### src/rtl/xcvr_pkg.sv
package xcvr_pkg;
  localparam int SYNC_STAGES = 2;

  function automatic logic fell(input logic prev_s, input logic cur_s);
    return prev_s & ~cur_s;
  endfunction
endpackage

### src/rtl/xcvr_ctrl_sync.sv
module xcvr_ctrl_sync #(
  parameter int          N       = 3,
  parameter logic [N-1:0] RST_VAL = '0
) (
  input  logic         clk,
  input  logic         rst,
  input  logic [N-1:0] raw,
  output logic [N-1:0] cur
);
  logic [N-1:0] meta_q;
  logic [N-1:0] sync_q;

  always_ff @(posedge clk) begin
    if (rst) begin
      meta_q <= RST_VAL;
      sync_q <= RST_VAL;
    end else begin
      meta_q <= raw;
      sync_q <= meta_q;
    end
  end

  assign cur = sync_q;
endmodule

### src/rtl/xcvr_bus_hold.sv
module xcvr_bus_hold #(
  parameter int W = 18
) (
  input  logic         clk,
  input  logic         rst,
  input  logic [W-1:0] pin_in,
  input  logic [W-1:0] pin_drv,
  output logic [W-1:0] seen
);
  logic [W-1:0] keep_q;

  for (genvar i = 0; i < W; i++) begin : g_bit
    always_ff @(posedge clk) begin
      if (rst) keep_q[i] <= 1'b0;
      else if (pin_drv[i]) keep_q[i] <= pin_in[i];
    end
    assign seen[i] = pin_drv[i] ? pin_in[i] : keep_q[i];
  end

  // undriven bus keeps its level
  p_float_keeps_r8: assert property (@(posedge clk) disable iff (rst)
    (pin_drv == '0) |=> ((pin_drv == '0) |-> $stable(seen)));
endmodule

### src/rtl/xcvr_dir_path.sv
module xcvr_dir_path
  import xcvr_pkg::*;
#(
  parameter int W             = 18,
  parameter bit OE_ACTIVE_LOW = 1'b0
) (
  input  logic         clk,
  input  logic         rst,
  input  logic [W-1:0] din,
  input  logic         le_raw,
  input  logic         cp_raw,
  input  logic         oe_raw,
  output logic [W-1:0] dout,
  output logic [W-1:0] den
);
  localparam logic [2:0] CTRL_RST = {OE_ACTIVE_LOW, 1'b0, 1'b0};

  logic [2:0]   ctl_cur;
  logic         le_s, cp_s, oe_s;
  logic         le_prev, cp_prev;
  logic         le_fall, cp_fall;
  logic         oe_lvl;
  logic [W-1:0] d_meta, d_sync, d_prev;
  logic [W-1:0] word_q;
  logic         drive_q;

  xcvr_ctrl_sync #(.N(3), .RST_VAL(CTRL_RST)) u_sync (
    .clk (clk),
    .rst (rst),
    .raw ({oe_raw, cp_raw, le_raw}),
    .cur (ctl_cur)
  );

  assign le_s = ctl_cur[0];
  assign cp_s = ctl_cur[1];
  assign oe_s = ctl_cur[2];

  // data delayed by the same stages as the controls, plus one for the pre-edge copy
  always_ff @(posedge clk) begin
    if (rst) begin
      d_meta  <= '0;
      d_sync  <= '0;
      d_prev  <= '0;
      le_prev <= 1'b0;
      cp_prev <= 1'b0;
    end else begin
      d_meta  <= din;
      d_sync  <= d_meta;
      d_prev  <= d_sync;
      le_prev <= le_s;
      cp_prev <= cp_s;
    end
  end

  assign le_fall = fell(le_prev, le_s);
  assign cp_fall = fell(cp_prev, cp_s);

  always_ff @(posedge clk) begin
    if (rst)          word_q <= '0;
    else if (le_s)    word_q <= d_sync;
    else if (le_fall) word_q <= d_prev;
    else if (cp_fall) word_q <= d_sync;
  end

  if (OE_ACTIVE_LOW) begin : g_oe_low
    assign oe_lvl = ~oe_s;
  end else begin : g_oe_high
    assign oe_lvl = oe_s;
  end

  always_ff @(posedge clk) begin
    if (rst) drive_q <= 1'b0;
    else     drive_q <= oe_lvl;
  end

  assign dout = word_q;
  assign den  = {W{drive_q}};

  // transparent cell follows aligned data
  p_transparent_r1: assert property (@(posedge clk) disable iff (rst)
    le_s |=> (dout == $past(d_sync)));
  // latch enable fall keeps the pre-edge word
  p_le_fall_pre_r3: assert property (@(posedge clk) disable iff (rst)
    le_fall |=> (dout == $past(d_prev)));
  // clock fall with latch closed stores current word
  p_cp_store_r4: assert property (@(posedge clk) disable iff (rst)
    (!le_s && !le_prev && cp_fall) |=> (dout == $past(d_sync)));
  // no edge, no change
  p_hold_r5: assert property (@(posedge clk) disable iff (rst)
    (!le_s && !le_fall && !cp_fall) |=> $stable(dout));
  // simultaneous falls capture the pre-edge word
  p_dual_fall_r10: assert property (@(posedge clk) disable iff (rst)
    (le_fall && cp_fall) |=> (dout == $past(d_prev)));
  // drive enable all-or-nothing
  p_den_uniform_r6: assert property (@(posedge clk) disable iff (rst)
    (den == '0) || (den == '1));
  // reset clears word and enable
  p_reset_clear_r9: assert property (@(posedge clk)
    rst |=> (dout == '0 && den == '0));
endmodule

### src/rtl/univ_bus_xcvr.sv
module univ_bus_xcvr #(
  parameter int W = 18
) (
  input  logic         clk,
  input  logic         rst,
  input  logic [W-1:0] a_in,
  input  logic [W-1:0] a_drv,
  output logic [W-1:0] a_out,
  output logic [W-1:0] a_oe,
  input  logic [W-1:0] b_in,
  input  logic [W-1:0] b_drv,
  output logic [W-1:0] b_out,
  output logic [W-1:0] b_oe,
  input  logic         le_ab,
  input  logic         cp_ab,
  input  logic         oe_ab,
  input  logic         le_ba,
  input  logic         cp_ba,
  input  logic         oe_ba_n
);
  logic [W-1:0] a_seen, b_seen;

  xcvr_bus_hold #(.W(W)) u_hold_a (
    .clk (clk), .rst (rst), .pin_in (a_in), .pin_drv (a_drv), .seen (a_seen)
  );

  xcvr_bus_hold #(.W(W)) u_hold_b (
    .clk (clk), .rst (rst), .pin_in (b_in), .pin_drv (b_drv), .seen (b_seen)
  );

  xcvr_dir_path #(.W(W), .OE_ACTIVE_LOW(1'b0)) u_path_ab (
    .clk (clk), .rst (rst), .din (a_seen),
    .le_raw (le_ab), .cp_raw (cp_ab), .oe_raw (oe_ab),
    .dout (b_out), .den (b_oe)
  );

  xcvr_dir_path #(.W(W), .OE_ACTIVE_LOW(1'b1)) u_path_ba (
    .clk (clk), .rst (rst), .din (b_seen),
    .le_raw (le_ba), .cp_raw (cp_ba), .oe_raw (oe_ba_n),
    .dout (a_out), .den (a_oe)
  );

  // B-to-A enable is active low, three edges after the input
  p_ba_polarity_r7: assert property (@(posedge clk) disable iff (rst)
    ($past(oe_ba_n, 3) && $past(oe_ba_n, 2) && !$past(rst, 3) && !$past(rst, 2)
     && !$past(rst)) |-> (a_oe == '0));
endmodule

### config.mk
export PLATFORM = sky130hd
export DESIGN_NAME = univ_bus_xcvr
export DESIGN_NICKNAME = d
export VERILOG_FILES = /design/src/rtl/xcvr_pkg.sv /design/src/rtl/xcvr_ctrl_sync.sv /design/src/rtl/xcvr_bus_hold.sv /design/src/rtl/xcvr_dir_path.sv /design/src/rtl/univ_bus_xcvr.sv
export SDC_FILE = /design/constraint.sdc
export NUM_CORES = 1
export LEC_CHECK = 0
export ABC_CLOCK_PERIOD_IN_PS = 1200
export BUFFER_PORTS_ARGS = -buffer_cell sky130_fd_sc_hd__buf_4
export CAP_MARGIN = 20
export CORE_MARGIN = 4
export CORE_UTILIZATION = 35
export DETAILED_ROUTE_END_ITERATION = 10
export GPL_ROUTABILITY_DRIVEN = 0
export HOLD_SLACK_MARGIN = 0.02
export PLACE_DENSITY = 0.71
export SLEW_MARGIN = 10
export SYNTH_ARGS = -nofsm -noshare
export SYNTH_HDL_FRONTEND = slang
export SYNTH_SLANG_ARGS = --single-unit
### constraint.sdc
create_clock -name clk -period 1.2 [get_ports clk]
set_input_delay 0.12 -clock clk [delete_from_list [all_inputs] [get_ports clk]]
set_output_delay 0.12 -clock clk [all_outputs]
set_load 0.02 [all_outputs]
# Word-level counts from Yosys, hierarchy flattened
# Cells that the tools add are included.
[classes] mux=42 bitwise=9 n_reduce_logical=2
[op_table] op="$mux W18" n=6
[op_table] op="$mux W1" n=36
[op_table] op="$reduce_bool A3 Y1" n=2
[op_table] op="$not A1 Y1" n=5
[op_table] op="$and A1 B1 Y1" n=4
[totals] register_bits=198 inputBits=80 output_inout_bits=72 wordCells=107

# Logic depth before layout (Yosys ltp)
# Gate-level depths: netlist (run 1).
[logic_depth] depth_word=5 mapped_depth=6 depth_no_buf=3

# Modules after synthesis
# A second synthesis (run 1) with hierarchy kept.
[unflattened] cells_unflattened=582 area_unflattened_um2=6911.6
[modules_own_cells] mod="xcvr_dir_path at u_path_ab" instances=1 cells_per_inst=224 area_per_inst_um2=2516.2 seq_area_each_um2=1501.4
[modules_own_cells] mod="xcvr_dir_path at u_path_ba" instances=1 cells_per_inst=224 area_per_inst_um2=2513.7 seq_area_each_um2=1501.4
[modules_own_cells] mod="xcvr_bus_hold" instances=2 cells_per_inst=55 area_per_inst_um2=783.3 seq_area_each_um2=360.3
[modules_own_cells] mod="xcvr_ctrl_sync" instances=2 cells_per_inst=12 area_per_inst_um2=157.7 seq_area_each_um2=120.1

# Least setup slack after synthesis (run 1)
# OpenSTA, ideal clock, no wires.
[synth_path] kind="reg2reg" start="register u_path_ba.u_sync.sync_q[0] (netlist: u_path_ba.u_sync.cur[0])" end="register u_path_ba.word_q[10] (netlist: u_path_ba.dout[10])" setup_time_ns=0.070 t_arrival_ns=1.223 required_time_ns=1.130 setup_slack_ns=-0.093 path_stages_with_launch=7 path_buffers=3 synth_period_minus_slack_ns=1.293 cell_sequence="dfxtp_1 or2_1 buf_6 or2_1 buf_6 buf_6 a21oi_1"
[synth_between] elab_chain_len=4 elab_cells_between_ends=5 cone_classes="2 x mux; 2 x bitwise; 1 x reduce/logical"
[synth_rtl] element="from (decl)" line_no="xcvr_ctrl_sync.sv:11" rtl="logic [N-1:0] sync_q;"
[synth_rtl] element="from (signal assigned)" line_no="xcvr_ctrl_sync.sv:19" rtl="sync_q <= meta_q;"
[synth_rtl] element="$not A1 Y1" line_no="xcvr_pkg.sv:5" rtl="return prev_s & ~cur_s;"
[synth_rtl] element="$and A1 B1 Y1" line_no="xcvr_pkg.sv:5"
[synth_rtl] element="$mux W18" line_no="xcvr_dir_path.sv:61" rtl="else if (le_fall) word_q <= d_prev;"
[synth_rtl] element="$mux W18" line_no="xcvr_dir_path.sv:60" rtl="else if (le_s) word_q <= d_sync;"
[synth_rtl] element="to (signal assigned)" line_no="xcvr_dir_path.sv:60"
[synth_rtl] element="to (signal assigned)" line_no="xcvr_dir_path.sv:61"
[synth_rtl] element="to (signal assigned)" line_no="xcvr_dir_path.sv:62" rtl="else if (cp_fall) word_q <= d_sync;"
[synth_rtl] element="to (decl)" line_no="xcvr_dir_path.sv:24" rtl="logic [W-1:0] word_q;"
# Parallel ways exist; a longest one is shown, timed or not.
# A chain may end at the register's enable or synchronous reset.

# Final worst setup path (run 1)
[layout_path] start="register u_path_ba.le_prev" end="register u_path_ba.word_q[11] (netlist: u_path_ba.dout[11])"
[layout_between] elab_chain_len=3 elab_cells_between_ends=4 cone_classes="2 x mux; 1 x bitwise; 1 x reduce/logical"
[layout_rtl] element="from (decl)" line_no="xcvr_dir_path.sv:20" rtl="logic le_prev, cp_prev;"
[layout_rtl] element="from (signal assigned)" line_no="xcvr_dir_path.sv:50" rtl="le_prev <= le_s;"
[layout_rtl] element="$and A1 B1 Y1 (*)" line_no="xcvr_pkg.sv:5"
[layout_rtl] element="$mux W18" line_no="xcvr_dir_path.sv:61"
[layout_rtl] element="$mux W18" line_no="xcvr_dir_path.sv:60"
# Every way passes the cells marked *; elsewhere a longest branch is shown, timed or not.

==> results of run 1 <==
final cells by class:
class / instances / area [um^2] / share of cell area
clock buffers: 18 / 439.2 / 0.05167
flip-flops and latches: 162 / 3252 / 0.3826
inverters: 1 / 3.754 / 0.0004416
repair buffers: 247 / 2267 / 0.2667
multi-input cells: 278 / 2120 / 0.2494
diodes: 3 / 7.507 / 0.0008833
well taps: 216 / 270.3 / 0.03180
clock inverters: 11 / 140.1 / 0.01649
worst paths after layout:
kind / slack, ps / start / endpoint / depth (start not counted)
hold / removal: -10 / a_drv[9] / u_path_ab.d_meta[9] / 3
setup reg to reg: -2 / u_path_ba.le_prev / u_path_ba.dout[11] / 4
hold reg to reg: 380 / u_path_ba.u_sync.cur[2] / u_path_ba.drive_q / 1
setup / recovery: -2 / u_path_ba.le_prev / u_path_ba.dout[11] / 4
routing by layer:
metal | up-vias | global-route usage | part of all wire
met4 | 0 | 0.07466 | 0.025
li1 | 2068 | - | -
met3 | 31 | 0.04545 | 0.043
met5 | - | 0 | 0
met2 | 117 | 0.2615 | 0.54
met1 | 2029 | 0.1740 | 0.39
power by group through the flow:
stage	Combinational [mW]	Clock, mW	Sequential [mW]
detailed placement	1.13	0	5.92
global placement	1.10	0	5.91
global route	1.60	5.65	5.83
floorplan	0.554	0	5.97
finish	1.49	5.32	5.81
CTS	1.36	5.41	5.80
synthesized netlist by cell type, types with 2 or more instances:
| master | count |
|---|---|
| buf_2 | 4 |
| mux2i_1 | 72 |
| a21oi_1 | 36 |
| dfxtp_1 | 162 |
| buf_4 | 38 |
| buf_6 | 6 |
| nor2_1 | 37 |
| o31ai_1 | 36 |
| buf_1 | 13 |
| nor2b_1 | 89 |
| clkbuf_1 | 8 |
| nand2b_1 | 2 |
| or2_1 | 6 |
registers in the layout, summed over array words and instances, names as in the netlist, 3 cells and up:
signal and count:
u_path_ab.d_meta 18, u_path_ab.d_prev 18, u_path_ab.d_sync 18, u_path_ab.dout 18
u_path_ab.u_sync.cur 3, u_path_ab.u_sync.meta_q 3, u_path_ba.d_meta 18, u_path_ba.d_prev 18
u_path_ba.d_sync 18, u_path_ba.dout 18, u_path_ba.u_sync.cur 3, u_path_ba.u_sync.meta_q 3
through the flow:
step                setup TNS, ps  hold WS [ps]  instances  cell area (um^2)
floorplan                   -1452         217.1        510              5615
global placement           -13.64         306.6        820              6733
detailed placement         -825.8         305.5        820              6733
CTS                             0         26.32        928              8128
global route               -877.2         24.77        934              8494
finish                     -1.766        -12.23        936              8499
what timing repair did:
| action | in CTS | in global routing |
|---|---|---|
| endpoints found under the hold margin | 43 | 9 |
| cloned | 0 | 2 |
| pin swaps | 0 | 1 |
| gates resized for setup | 9 | 76 |
| setup buffers | 0 | 4 |
| hold buffers | 79 | 9 |
| setup endpoints to repair | 54 | 80 |
worst max-delay path, delay by kind of cell, from the launching register on:
kind / cells / cell delay, ps
flops: 1 / 340
compound gates: 2 / 330
simple gates: 1 / 250
buf+inv: 1 / 160
cell families after synthesis:
| group | count (synthesis) | share of synthesized area |
|---|---|---|
| and+or+nand+nor | 134 | 0.1328 |
| buffers and inverters | 70 | 0.08110 |
| DFF | 162 | 0.5775 |
| muxes | 72 | 0.1283 |
| AOI/OAI and AO/OA | 72 | 0.08021 |
==> flow_metrics.env, run 1 <==
export IMPL_status="finished with violations"
export IMPL_violations="hold timing, setup timing"
export IMPL_power_total_mw=12.62
export IMPL_syn_area_um2=5615
export IMPL_required_ps=1500
export IMPL_crit_slowest_cell="dfxtp_1"
export IMPL_fin_crit_ps=1202
export IMPL_sw_frac_of_total=0.2281
export IMPL_maxSlewViolCount=0
export IMPL_die_x_um=134.7
export IMPL_synthFlopType="dfxtp_1"
export IMPL_clk_pin_slew_ps=60
export IMPL_area_delta_synth_final_pct=51.36
export IMPL_async_reset_ff_frac=0
export IMPL_clkPwrFrac=0.421
export IMPL_hold_path_class="input pin to register"
export IMPL_grt_setup_unrepaired="true"
export IMPL_fillers=1311
export IMPL_ant_nets=0
export IMPL_antenna_found_initial=1
export IMPL_htreeDepth=4
export IMPL_grt_pass1_wl_um=21770
export IMPL_io_buffers=151
export IMPL_overflow=0
export IMPL_cts_sinks=162
export IMPL_fin_crit_sh=1.001
export IMPL_setup_worst_path_start_class="register"
export IMPL_first_pass_iters=4
export IMPL_synth_cell_type_count=14
export IMPL_hold_violations=1
export IMPL_post_drt_wl_per_cell_um=15.41
export IMPL_nets=787
export IMPL_cts_tree="done"
export IMPL_comb_power_share=0.118
export IMPL_drv_cap=0
export IMPL_ys_ff_latch=162
export IMPL_synth_largest_area_cell="dfxtp_1"
export IMPL_max_freq_mhz=832.1
export IMPL_power_density_nw_per_um2=1485
export IMPL_grt_pass1_vias=4376
export IMPL_setup_violations_final=1
export IMPL_worst_slew_pin_slew_ps=383.7
export IMPL_crit_type="register to register"
export IMPL_grt_total_usage=0.1528
export IMPL_synth_area_top_cells="dfxtp_1 58%, mux2i_1 13%, nor2b_1 9.9%"
export IMPL_core_um2=15830
export IMPL_cts_buffer_depth=2
export IMPL_synth_avg_cell_area_um2=11.01
export IMPL_worstPathCellList="or2_4 -> buf_12 -> o31ai_1 -> a21oi_1"
export IMPL_p_sw_mw=2.879
export IMPL_critPathMaxFanout=18
export IMPL_dp_slack_ps=-64.58
export IMPL_dr_total_vias=4245
export IMPL_vdd_drop_max_v=0.0008732
export IMPL_layout_setup_ws_ps=-1.766
export IMPL_synth_edf_count=0
export IMPL_vias_per_cell=4.535
export IMPL_ys_seq_area_frac=0.5775
export IMPL_cp_end_kind="register"
export IMPL_p_leak_nw=3.832
export IMPL_synth_fp_nets=590
export IMPL_grt_max_degree=61
export IMPL_crit_arrival_ps=1500
export IMPL_die_area_um2=18130
export IMPL_final_util=0.5370
export IMPL_drive_gt1_frac=0.3417
export IMPL_wl_um=14420
export IMPL_synthCells=510
export IMPL_layout_common_cells="159 x dfxtp_1, 132 x buf_4, 89 x nor2b_1, 78 x dlygate4sd3_1, 69 x mux2i_1"
export IMPL_rows=46
export IMPL_final_common_cell="dfxtp_1"
export IMPL_yosys_warnings=0
export IMPL_seqPwrFrac=0.461
export IMPL_io_pin_count=152
export IMPL_skew_ps=10.63
export IMPL_slew_headroom=0.7442
export IMPL_start_util=0.3548
export IMPL_critical_path_max_stage_delay_ps=340
export IMPL_die_h_um=134.7
export IMPL_drtIter0Drc=181
export IMPL_clock_latency_ps=420
export IMPL_cts_root_buf="clkbuf_16"
export IMPL_cts_buffers_inserted=17
export IMPL_internal_power_mw=9.744
export IMPL_synth_top_cell_area_share=0.5775
export IMPL_route_detailed_drc=0
export IMPL_dp_hpwl_um=8266
export IMPL_whs_ps=-12.23
Note: power is estimated with default switching activity, not from simulation.
==> run 2: changes to the inputs <==
--- a/config.mk
+++ b/config.mk
@@ -5,6 +5,7 @@
 export SDC_FILE = /design/constraint.sdc
 export NUM_CORES = 1
 export LEC_CHECK = 0
+export ABC_AREA = 1
 export ABC_CLOCK_PERIOD_IN_PS = 1200
 export BUFFER_PORTS_ARGS = -buffer_cell sky130_fd_sc_hd__buf_4
 export CAP_MARGIN = 20
@@ -13,7 +14,6 @@
 export DETAILED_ROUTE_END_ITERATION = 10
 export GPL_ROUTABILITY_DRIVEN = 0
 export HOLD_SLACK_MARGIN = 0.02
-export PLACE_DENSITY = 0.71
 export SLEW_MARGIN = 10
 export SYNTH_ARGS = -nofsm -noshare
 export SYNTH_HDL_FRONTEND = slang
==> flow_metrics.env, run 2 <==
export IMPL_grt_pass1_wl_um=23610
export IMPL_vdd_drop_max_v=0.0009483
export IMPL_cts_buffers_inserted=17
export IMPL_synth_cell_type_count=19
export IMPL_max_freq_mhz=867.3
export IMPL_synth_top_cell_area_share=0.5352
export IMPL_grt_pass1_vias=4753
export IMPL_whs_ps=380.8
export IMPL_power_density_nw_per_um2=1470
export IMPL_core_um2=16760
export IMPL_syn_area_um2=6060
export IMPL_setup_violations_final=0
export IMPL_ys_seq_area_frac=0.5352
export IMPL_fin_crit_ps=1153
export IMPL_critPathMaxFanout=9
export IMPL_required_ps=1080
export IMPL_die_x_um=139.6
export IMPL_power_total_mw=12.63
export IMPL_synth_largest_area_cell="dfxtp_1"
export IMPL_worst_slew_pin_slew_ps=355.0
export IMPL_tns_ps=0
export IMPL_post_route_cell_area_um2=8592
export IMPL_slew_headroom=0.7625
export IMPL_clock_latency_ps=420
export IMPL_dp_cells=1102
export IMPL_drv_cap=0
export IMPL_drive_gt1_frac=0.2163
export IMPL_fillers=1580
export IMPL_grt_total_usage=0.1481
export IMPL_maxSlewViolCount=0
export IMPL_p_leak_nw=4.041
export IMPL_vias_per_cell=4.090
export IMPL_wl_um=14050
export IMPL_die_h_um=139.6
export IMPL_cts_sinks=162
export IMPL_yosysMostFrequentCell="nor2_1"
export IMPL_async_reset_ff_frac=0
export IMPL_stdcell_count=1214
export IMPL_yosys_warnings=0
export IMPL_first_pass_iters=4
export IMPL_synth_commonest_cells="234 x nor2_1, 162 x dfxtp_1, 109 x nand2_1"
export IMPL_io_pin_count=152
export IMPL_grt_max_degree=54
export IMPL_rrSetupSlack_ps=90
export IMPL_route_detailed_drc=0
export IMPL_synth_edf_count=0
export IMPL_cp_buffers_inverters=2
export IMPL_htreeDepth=4
export IMPL_synthCells=785
export IMPL_overflow=0
export IMPL_setup_worst_path_start_class="register"
export IMPL_cts_buffer_depth=2
export IMPL_skew_ps=6.564
export IMPL_postCtsSetupRepairBufs=0
export IMPL_synth_avg_cell_area_um2=7.719
export IMPL_io_buffers=151
export IMPL_synthFlopType="dfxtp_1"
export IMPL_crit_slowest_cell="dfxtp_2"
export IMPL_critical_path_max_stage_delay_ps=350
export IMPL_area_delta_synth_final_pct=41.79
export IMPL_hold_violations=0
export IMPL_cts_root_buf="clkbuf_16"
export IMPL_nets=1061
export IMPL_crit_arrival_ps=1030
export IMPL_dr_total_vias=4965
export IMPL_rows=47
export IMPL_start_util=0.3616
export IMPL_clk_pin_slew_ps=60
export IMPL_cp_end_kind="primary output"
export IMPL_post_drt_wl_per_cell_um=11.57
export IMPL_n_antenna_cell=0
export IMPL_crit_type="register to primary output"
export IMPL_fin_crit_sh=0.9608
export IMPL_hold_path_class="register to register"
export IMPL_worstPathCellList="buf_6 -> buf_4"
export IMPL_placed_area_um2=7192
export IMPL_die_area_um2=19480
export IMPL_synth_fp_nets=865
export IMPL_antenna_found_initial=0
export IMPL_synth_area_top_cells="dfxtp_1 54%, nor2_1 14%, nand2_1 6.8%"
export IMPL_grt_setup_unrepaired="true"
export IMPL_cts_tree="done"
export IMPL_dp_hpwl_um=9008
export IMPL_status="finished clean"
export IMPL_ant_nets=0
export IMPL_final_common_cell="nor2_1"
export IMPL_layout_common_cells="233 x nor2_1, 159 x buf_4, 159 x dfxtp_1, 109 x nand2_1, 89 x inv_1"
export IMPL_ys_ff_latch=162
export IMPL_drtIter0Drc=318
export IMPL_critical_path_top_delay_family="flip-flops"
-- run 2: cell count changes after synthesis, moves of 6 or more --
cell | before | now
nor2_1 | 37 | 234
nand2_1 | 0 | 109
inv_1 | 0 | 89
nor2b_1 | 89 | 0
mux2i_1 | 72 | 0
nand3_1 | 0 | 36
nand3b_1 | 0 | 36
o31ai_1 | 36 | 0
buf_1 | 13 | 4
buf_2 | 4 | 11
buf_4 | 38 | 45
or2_1 | 6 | 0
-- run 2: path summary, 6_finish.rpt --
path,startpoint,cells past startpoint,end
worst min register to register,u_path_ba.u_sync.cur[2],1,u_path_ba.drive_q
worst min-delay path,u_path_ba.u_sync.cur[2],1,u_path_ba.drive_q
worst max-delay path,u_path_ba.drive_q,2,a_oe[16]
worst max register to register,u_path_ba.le_prev,6,u_path_ba.dout[0]
-- run 2: cell type report --
cell class | instances | area, um^2 | share of cell area
sequential | 162 | 3249 | 0.3782
timing repair buffer | 246 | 2127 | 0.2476
multi-input combinational | 462 | 2009 | 0.2339
clock buffer | 18 | 429.2 | 0.04995
inverter | 92 | 347.8 | 0.04048
tap | 220 | 275.3 | 0.03204
clock inverter | 14 | 153.9 | 0.01791
-- run 2: where the power goes --
part | internal [mW] | leakage [nW] | switching, mW
logic | 0.791 | 2.44 | 0.745
registers | 5.63 | 1.33 | 0.117
clock network | 3.09 | 0.272 | 2.25
-- run 2: cells by family (layout without fill, tap and decap cells) --
logic type	Yosys count	count (layout)	synth area share
buffers and inverters	161	370	0.1336
AO/OA/AOI/OAI	36	36	0.02973
AND/OR/NAND/NOR	426	426	0.3015
flip-flops	162	162	0.5352
-- run 2: repair_timing --
action / CTS / global route
endpoints found under the setup margin: 36 / 48
gates resized for setup: 6 / 3
gates cloned: 1 / 0
hold endpoints to repair: 48 / 0
hold buffers: 79 / 0
-- run 2: routing by layer --
metal,share of wire,GRT usage,vias to the layer above
met5,0,0,-
met4,0.014,0.04946,0
met3,0.050,0.04117,19
met2,0.44,0.2206,120
met1,0.50,0.2078,2100
li1,-,-,2726
-- run 2: worst reg2reg max path: cells and delay by family, from the launching register on --
family,cells,cell delay [ps]
buffers and inverters,2,210
and+or+nand+nor,4,340
DFF,1,460
-- run 2: per-stage QoR --
step	setup WS (ps)	util
after detailed placement	85.33	0.4291
after CTS	12.95	0.5123
after global placement	84.25	0.4291
final	47.03	0.5127
after global routing	-13.52	0.5127
after floorplan	142.3	-
==> run 3: changes to the inputs <==
--- a/config.mk
+++ b/config.mk
@@ -5,7 +5,6 @@
 export SDC_FILE = /design/constraint.sdc
 export NUM_CORES = 1
 export LEC_CHECK = 0
-export ABC_AREA = 1
 export ABC_CLOCK_PERIOD_IN_PS = 1200
 export BUFFER_PORTS_ARGS = -buffer_cell sky130_fd_sc_hd__buf_4
 export CAP_MARGIN = 20
==> flow_metrics.env, run 3 (synthesis gave the netlist of run 1 again) <==
export IMPL_status="finished with violations"
export IMPL_violations="setup timing"
export IMPL_clk_pin_slew_ps=60
export IMPL_die_h_um=134.7
export IMPL_reg2reg_depth=4
export IMPL_layout_common_cells="159 x dfxtp_1, 156 x buf_4, 87 x nor2b_1, 78 x dlygate4sd3_1, 65 x mux2i_1"
export IMPL_htreeDepth=4
export IMPL_post_drt_wl_per_cell_um=14.52
export IMPL_io_buffers=151
export IMPL_power_density_nw_per_um2=1490
export IMPL_dp_slack_ps=-149.1
export IMPL_crit_arrival_ps=1510
export IMPL_layout_setup_ws_ps=-12.95
export IMPL_r2r_end="u_path_ba.dout[5]"
export IMPL_cts_buffer_depth=2
export IMPL_start_util=0.3548
export IMPL_critical_path_max_stage_delay_ps=320
export IMPL_drv_cap=0
export IMPL_drive_gt1_frac=0.3597
export IMPL_dp_hpwl_um=8379
export IMPL_vias_per_cell=4.448
export IMPL_setup_violations_final=1
export IMPL_clock_latency_ps=420
export IMPL_nets=788
export IMPL_fillers=1354
export IMPL_critical_path_top_delay_family="flip-flops"
export IMPL_drtIter0Drc=111
export IMPL_skew_ps=6.970
export IMPL_io_pin_count=152
export IMPL_fin_crit_sh=1.011
export IMPL_grt_setup_unrepaired="true"
export IMPL_die_area_um2=18130
export IMPL_setup_worst_path_start_class="register"
export IMPL_hold_path_class="input pin to register"
export IMPL_power_total_mw=12.60
export IMPL_cp_buffers_inverters=1
export IMPL_core_um2=15830
export IMPL_grt_pass1_wl_um=21000
export IMPL_hold_violations=0
export IMPL_worstPathCellList="or2_4 -> buf_8 -> o31ai_2 -> a21oi_1"
export IMPL_path_depth=4
export IMPL_n_antenna_cell=0
export IMPL_startpoint="u_path_ba.le_prev"
export IMPL_grt_total_usage=0.1446
export IMPL_final_common_cell="dfxtp_1"
export IMPL_first_pass_iters=4
export IMPL_dr_total_vias=4163
export IMPL_slew_headroom=0.7606
export IMPL_ant_nets=0
export IMPL_cts_buffers_inserted=17
export IMPL_crit_path_end="u_path_ba.dout[5]"
export IMPL_cts_tree="done"
export IMPL_route_detailed_drc=0
export IMPL_area_delta_synth_final_pct=50.53
export IMPL_required_ps=1500
export IMPL_wl_um=13590
export IMPL_grt_max_degree=49
export IMPL_crit_type="register to register"
export IMPL_worst_r2r_startpoint="u_path_ba.le_prev"
export IMPL_p_leak_nw=3.794
export IMPL_cts_sinks=162
export IMPL_worst_slew_pin_slew_ps=359.1
export IMPL_crit_slowest_cell="dfxtp_1"
export IMPL_fin_crit_ps=1213
export IMPL_final_util=0.5341
export IMPL_critPathMaxFanout=14
export IMPL_rows=46
export IMPL_antenna_found_initial=0
export IMPL_maxSlewViolCount=0
export IMPL_die_x_um=134.7
export IMPL_rrSetupSlack_ps=-10
export IMPL_cts_root_buf="clkbuf_16"
export IMPL_vdd_drop_max_v=0.0009127
export IMPL_max_freq_mhz=824.4
export IMPL_grt_pass1_vias=4310
export IMPL_cp_end_kind="register"
export IMPL_postCtsSetupRepairBufs=0
export IMPL_overflow=0
## run 3: cell count changes in the layout (fill, tap and decap cells not counted), moves of 24 or more
cell and change:
inv_1 -89, nand3b_1 -36, nand3_1 -36, nor2_1 -196, mux2i_1 +65, nor2b_1 +87, nand2_1 -109, o31ai_2 +24
## run 3: worst min path at each step
stage	startpoint	to	slack [ps]	cells after the start
after global placement	oe_ba_n	u_path_ba.u_sync.meta_q[2]	300	2
final	rst	u_path_ab.dout[6]	100	4
after detailed placement	oe_ba_n	u_path_ba.u_sync.meta_q[2]	300	2
after floorplan	oe_ba_n	u_path_ba.u_sync.meta_q[2]	220	1
after global routing	rst	u_path_ab.dout[6]	80	4
after CTS	rst	u_path_ab.dout[4]	70	4
## run 3: report_power, final
| group | internal, mW | switching (mW) | total [mW] |
|---|---|---|---|
| Sequential | 5.64 | 0.159 | 5.80 |
| Combinational | 0.827 | 0.659 | 1.49 |
| Clock | 3.08 | 2.23 | 5.31 |
| Total | 9.56 | 3.04 | 12.6 |
## run 3: layout make-up
class	count	area, um^2	area share
sequential	162	3249	0.3844
multi-input combinational	279	2178	0.2577
timing repair buffer	247	2168	0.2565
clock buffer	17	425.4	0.05033
tap	216	270.3	0.03197
clock inverter	14	157.7	0.01865
inverter	1	3.754	0.0004440
## run 3: metrics by stage
stage / instances / hold WS [ps] / area, um^2 / setup TNS [ps]
6_report: 936 / 100.3 / 8453 / -12.95
5_1_grt: 936 / 81.98 / 8453 / -1007
4_1_cts: 934 / 69.60 / 8198 / -4.340
3_5_place_dp: 824 / 303.7 / 6765 / -1845
3_3_place_gp: 824 / 301.1 / 6765 / -532.5
2_1_floorplan: 510 / 217.1 / 5615 / -1452
## run 3: what timing repair did
action | CTS | global route
hold endpoints to repair | 42 | 24
pin swaps | 0 | 1
gates cloned | 1 | 2
resized for setup | 19 | 51
endpoints found under the setup margin | 66 | 76
hold buffers | 78 | 24
## run 3: layer usage
layer | share of wire | routed length, um | global-route usage
met4 | 0.021 | 284 | 0.05430
met5 | 0 | 0 | 0
met2 | 0.51 | 6868 | 0.2418
met1 | 0.42 | 5754 | 0.1718
met3 | 0.050 | 680 | 0.04993
## run 3: worst register-to-register path: stages, from the launching register on
cell and delay, ps:
dfxtp_1 320, or2_4 280, buf_8 170, o31ai_2 260, a21oi_1 70
